===== config.mk =====
export PLATFORM = sky130hd
export DESIGN_NAME = irq_pin_ctrl
export DESIGN_NICKNAME = d
export VERILOG_FILES = /design/src/rtl/irq_pin_ctrl.sv
export SDC_FILE = /design/constraint.sdc
export NUM_CORES = 1
export LEC_CHECK = 0
export CORE_UTILIZATION = 35
export CTS_BUF_LIST = sky130_fd_sc_hd__clkbuf_16
export DETAILED_ROUTE_END_ITERATION = 16
export DONT_BUFFER_PORTS = 1
export GPL_TIMING_DRIVEN = 0
export MAX_ROUTING_LAYER = met4
export PLACE_DENSITY = 0.58
export SLEW_MARGIN = 20
export SYNTH_ARGS = -nofsm -noshare
export SYNTH_HDL_FRONTEND = slang
export SYNTH_SLANG_ARGS = --single-unit

===== constraint.sdc =====
create_clock -name clk -period 2.8 [get_ports clk]
set_input_delay 0.84 -clock clk [delete_from_list [all_inputs] [get_ports clk]]
set_output_delay 0.84 -clock clk [all_outputs]
set_load 0.01 [all_outputs]

===== src/rtl/irq_pin_ctrl.sv =====
module irq_pin_ctrl #(
  parameter int PULSE_TICKS = 200
) (
  input  logic       clk,
  input  logic       rst_n,
  input  logic       ctl_we,
  input  logic [7:0] ctl_wdata,
  output logic [7:0] ctl_rdata,
  input  logic       flags_rd,
  output logic [2:0] flags_q,
  input  logic       ev_wdog,
  input  logic       ev_alarm,
  input  logic       ev_pfail,
  input  logic       tick,
  output logic       irq_o,
  output logic       irq_oe
);
  localparam int CW = $clog2(PULSE_TICKS + 1);

  logic [2:0]    en_q;
  logic          pol_q, pls_q, lvl_q;
  logic [CW-1:0] cnt_q;
  logic [2:0]    ev_vec;
  logic          hit, act;

  assign ev_vec    = {ev_wdog, ev_alarm, ev_pfail};
  assign hit       = |(ev_vec & en_q);
  assign ctl_rdata = {en_q, 2'b00, pol_q, pls_q, 1'b0};
  assign act       = pls_q ? (cnt_q != '0) : lvl_q;
  assign irq_o     = pol_q & act;
  assign irq_oe    = pol_q | act;

  always_ff @(posedge clk or negedge rst_n) begin
    if (!rst_n) begin
      en_q  <= '0;
      pol_q <= 1'b0;
      pls_q <= 1'b0;
    end else if (ctl_we) begin
      en_q  <= ctl_wdata[7:5];
      pol_q <= ctl_wdata[2];
      pls_q <= ctl_wdata[1];
    end
  end

  always_ff @(posedge clk or negedge rst_n) begin
    if (!rst_n)        flags_q <= '0;
    else if (flags_rd) flags_q <= ev_vec;
    else               flags_q <= flags_q | ev_vec;
  end

  always_ff @(posedge clk or negedge rst_n) begin
    if (!rst_n)                lvl_q <= 1'b0;
    else if (hit && !pls_q)    lvl_q <= 1'b1;
    else if (flags_rd)         lvl_q <= 1'b0;
  end

  always_ff @(posedge clk or negedge rst_n) begin
    if (!rst_n)                      cnt_q <= '0;
    else if (hit && pls_q)           cnt_q <= CW'(PULSE_TICKS);
    else if (tick && cnt_q != '0)    cnt_q <= cnt_q - 1'b1;
  end


  wdog_flag_set_chk: assert property (@(posedge clk) disable iff (!rst_n)
    ev_wdog |=> flags_q[2]);


  pfail_flag_clr_chk: assert property (@(posedge clk) disable iff (!rst_n)
    (flags_rd && !ev_pfail) |=> !flags_q[0]);


  level_release_chk: assert property (@(posedge clk) disable iff (!rst_n)
    (flags_rd && !hit) |=> !lvl_q);


  pulse_reload_chk: assert property (@(posedge clk) disable iff (!rst_n)
    (hit && pls_q) |=> (cnt_q == CW'(PULSE_TICKS)));


  pulse_expire_chk: assert property (@(posedge clk) disable iff (!rst_n)
    (cnt_q == CW'(1) && tick && !(hit && pls_q)) |=> (cnt_q == '0));
endmodule


==> summary.txt <==
Layout
  • Area growth, synth to finish: 14.7%
  • Proportion of layout cells with a drive suffix above 1: 0.247
  • Nets: just under 100
  • Ant diodes: 0
  • Design area: approximately 960 µm²
  • Finished Core Util: 0.429
  • Post-Layout Cell Count: ~110

Power and ir drop
  • PD cells: between 900 and 1000 mW/mm²
  • Leakage: 0.000402 µW
  • Tot Pwr: a little under 900 µW
  • Max VDD drop: around 0.44 mV

Clock network
  • Clk slew on worst S/H paths: 0.05 ns
  • Root Buffer: clkbuf_16
  • Cts hold-fix bufs: 0
  • Clock sink count: 17
  • CTS Buffer Depth: 2
  • H-Tree Depth: 1
  • CTS Buf Count: 3
  • Post-cts repair resize count: 0
  • Worst-Skew Late Latency: 0.25 ns
  • Post-CTS setup buffer count: 0
  • CTS tree: done

STA
  • Crit path time final: between 2 and 3 ns
  • Max-slew violations: 0
  • Setup violations, final: 0
  • Fin crit share: 0.923
  • Final hold violation count: 0
  • Peak Freq: 387 MHz
  • Unrepaired setup endpoints after global routing: no
  • Clock skew: between 0.0015 and 0.002 ns
  • Final TNS setup: 0 ns

Critical path
  • FF-to-FF path depth: 4
  • Critical path class: flip-flop to output pin
  • Worst-path fanout max: 5
  • Worst EP arrival: 1.74 ns
  • R2r startpoint: cnt_q[3]
  • R2R Path End: cnt_q[7]
  • R2R Setup Slk: roughly 1.1 ns
  • Critical path launch point type: flip-flop
  • Critical Path Sink: irq_oe
  • CP Capture Type: output pin
  • Worst Setup SP: cnt_q[4]
  • Worst EP required: slightly below 2 ns

Floorplanning
  • Core Region: about 0.0022 mm²
  • Initial core utilization: 0.374
  • Die Span X: around 51 µm
  • Die footprint: between 0.002 and 0.003 mm²
  • Ports: 29
  • Rows: 17
  • Die H: 50.8 µm

Synthesis
  • Synthesis-stage register bit count: 17
  • Cells after Synth: between 70 and 80
  • Seq/Total Area, Yosys: 0.510
  • Synthesized area: approximately 830 µm²
  • Syn_area_per_cell: 11.1 µm²
  • Yosys warnings: 0
  • Synth cell types: 30

Global routing
  • Global-route wire length before repair: 2.64 mm
  • Largest net degree at the start of global routing: 18
  • GR Overflow Total: 0
  • Initial antenna violation count: 0
  • Vias in the first global route: 621
  • Tot GR Track Use: 0.147

Route
  • DRC violations left: 0
  • TritonRoute pass-1 iters: 4
  • DR WL/cell: about 14 µm
  • Vias after detailed routing: 592
  • DRT antenna net count: 0
  • Vias per cell: approximately 5.4
  • DRT iter0 DRCs: 18
  • Routed wire length: approximately 1.5 mm

Run
  • Max-cap violations: 0

Place
  • Dpl hpwl: approximately 1.1 mm
  • IO Port Bufs: 0
  • Post-DP Area: about 900 µm²
  • Cells after DPL: ~110
  • GP Congestion: about 0.65

Outcome
  • Status: finished clean

Worst hold path
  • Min-Delay Path Class: input port to async pin
==> report_power, final <==
part / switching, µW / internal, µW
sequential: 68.9 / 305
clock: 96.1 / 191
combinational: 106 / 109
==> metal layers <==
layer / global-route usage / part of all wire
met1: 0.163 / 0.42
met2: 0.229 / 0.48
met3: 0.0387 / 0.068
met4: 0.106 / 0.029
met5: - / 0
==> critical path, stage by stage, from the launching register on <==
cell	delay [ns]
dfrtp_1	0.43
nor4_2	0.50
a41oi_1	0.21
or2_2	0.35
==> logic make-up (layout without fill, tap and decap cells) <==
logic type	count (synthesis)	in the layout	share of synthesized area
AO/OA/AOI/OAI	18	18	0.159
XOR/XNOR	2	2	0.0210
adder cells (fa/ha/maj)	1	1	0.0150
buffers and inverters	9	13	0.0630
flip-flops	17	17	0.510
multiplexers	5	5	0.0675
other	1	3	0.00449
AND/OR/NAND/NOR	22	22	0.160
==> how the worst min path moves through the flow <==
stage | endpoint
floorplan | lvl_q
global placement | lvl_q
detailed placement | lvl_q
CTS | en_q[1]
global route | cnt_q[7]
finish | pol_q
==> registers in the layout, indices dropped and copies added (netlist names) <==
| name | cells |
|---|---|
| pol_q | 1 |
| lvl_q | 1 |
| en_q | 3 |
| cnt_q | 8 |
| flags_q | 3 |
| pls_q | 1 |
==> through the flow <==
stage	worst slack (ns)	hold slack, ns
after floorplan	0.658	0.456
after global placement	0.495	0.477
after detailed placement	0.480	0.491
after CTS	0.200	0.280
after global routing	0.124	0.276
final	0.216	0.283
==> cell usage after synthesis (all sizes together) <==
master   number  share of area
dfrtp        17           0.51
buf           5          0.045
mux2          5          0.067
nor2          5          0.022
inv           4          0.018
a21o          3          0.027
a21oi         3          0.018
nand2b        3          0.022
or2           3          0.025
a211oi        2          0.018
nand2         2         0.0090
nand3         2          0.012
o21ai         2          0.012
o31ai         2          0.018
or3           2          0.021
or4           2          0.018
xnor2         2          0.021
a222oi        1          0.012
a311o         1          0.012
a31o          1          0.010
a41oi         1          0.010
and2          1         0.0075
conb          1         0.0045
ha            1          0.015
nor2b         1         0.0075
nor4          1          0.015
o2bb2ai       1          0.010
o311ai        1          0.010
==> layout by cell type, fill, tap and decap left out, types with 2 or more instances in the layout <==
master,Yosys,layout
a211oi_1,2,2
a21o_1,3,3
a21oi_1,3,3
buf_4,5,5
clkbuf_16,0,3
conb_1,1,3
dfrtp_1,17,17
inv_1,4,4
mux2_2,5,5
nand2_1,2,2
nand2b_1,3,3
nand3_1,2,2
nor2_1,5,5
o21ai_0,2,2
o31ai_1,2,2
or2_2,2,2
or4_1,2,2
xnor2_1,2,2
==> layout make-up <==
| type | count | area, µm² |
|---|---|---|
| Fill cell | 222 | 1280 |
| Sequential cell | 17 | 425 |
| Clock buffer | 3 | 75.1 |
| Clock inverter | 1 | 5.00 |
| Tap cell | 28 | 35.0 |
| Multi-Input combinational cell | 51 | 364 |
| Inverter | 4 | 15.0 |
| Buffer | 5 | 37.5 |
No activity file was read; power rests on OpenSTA's default activity.
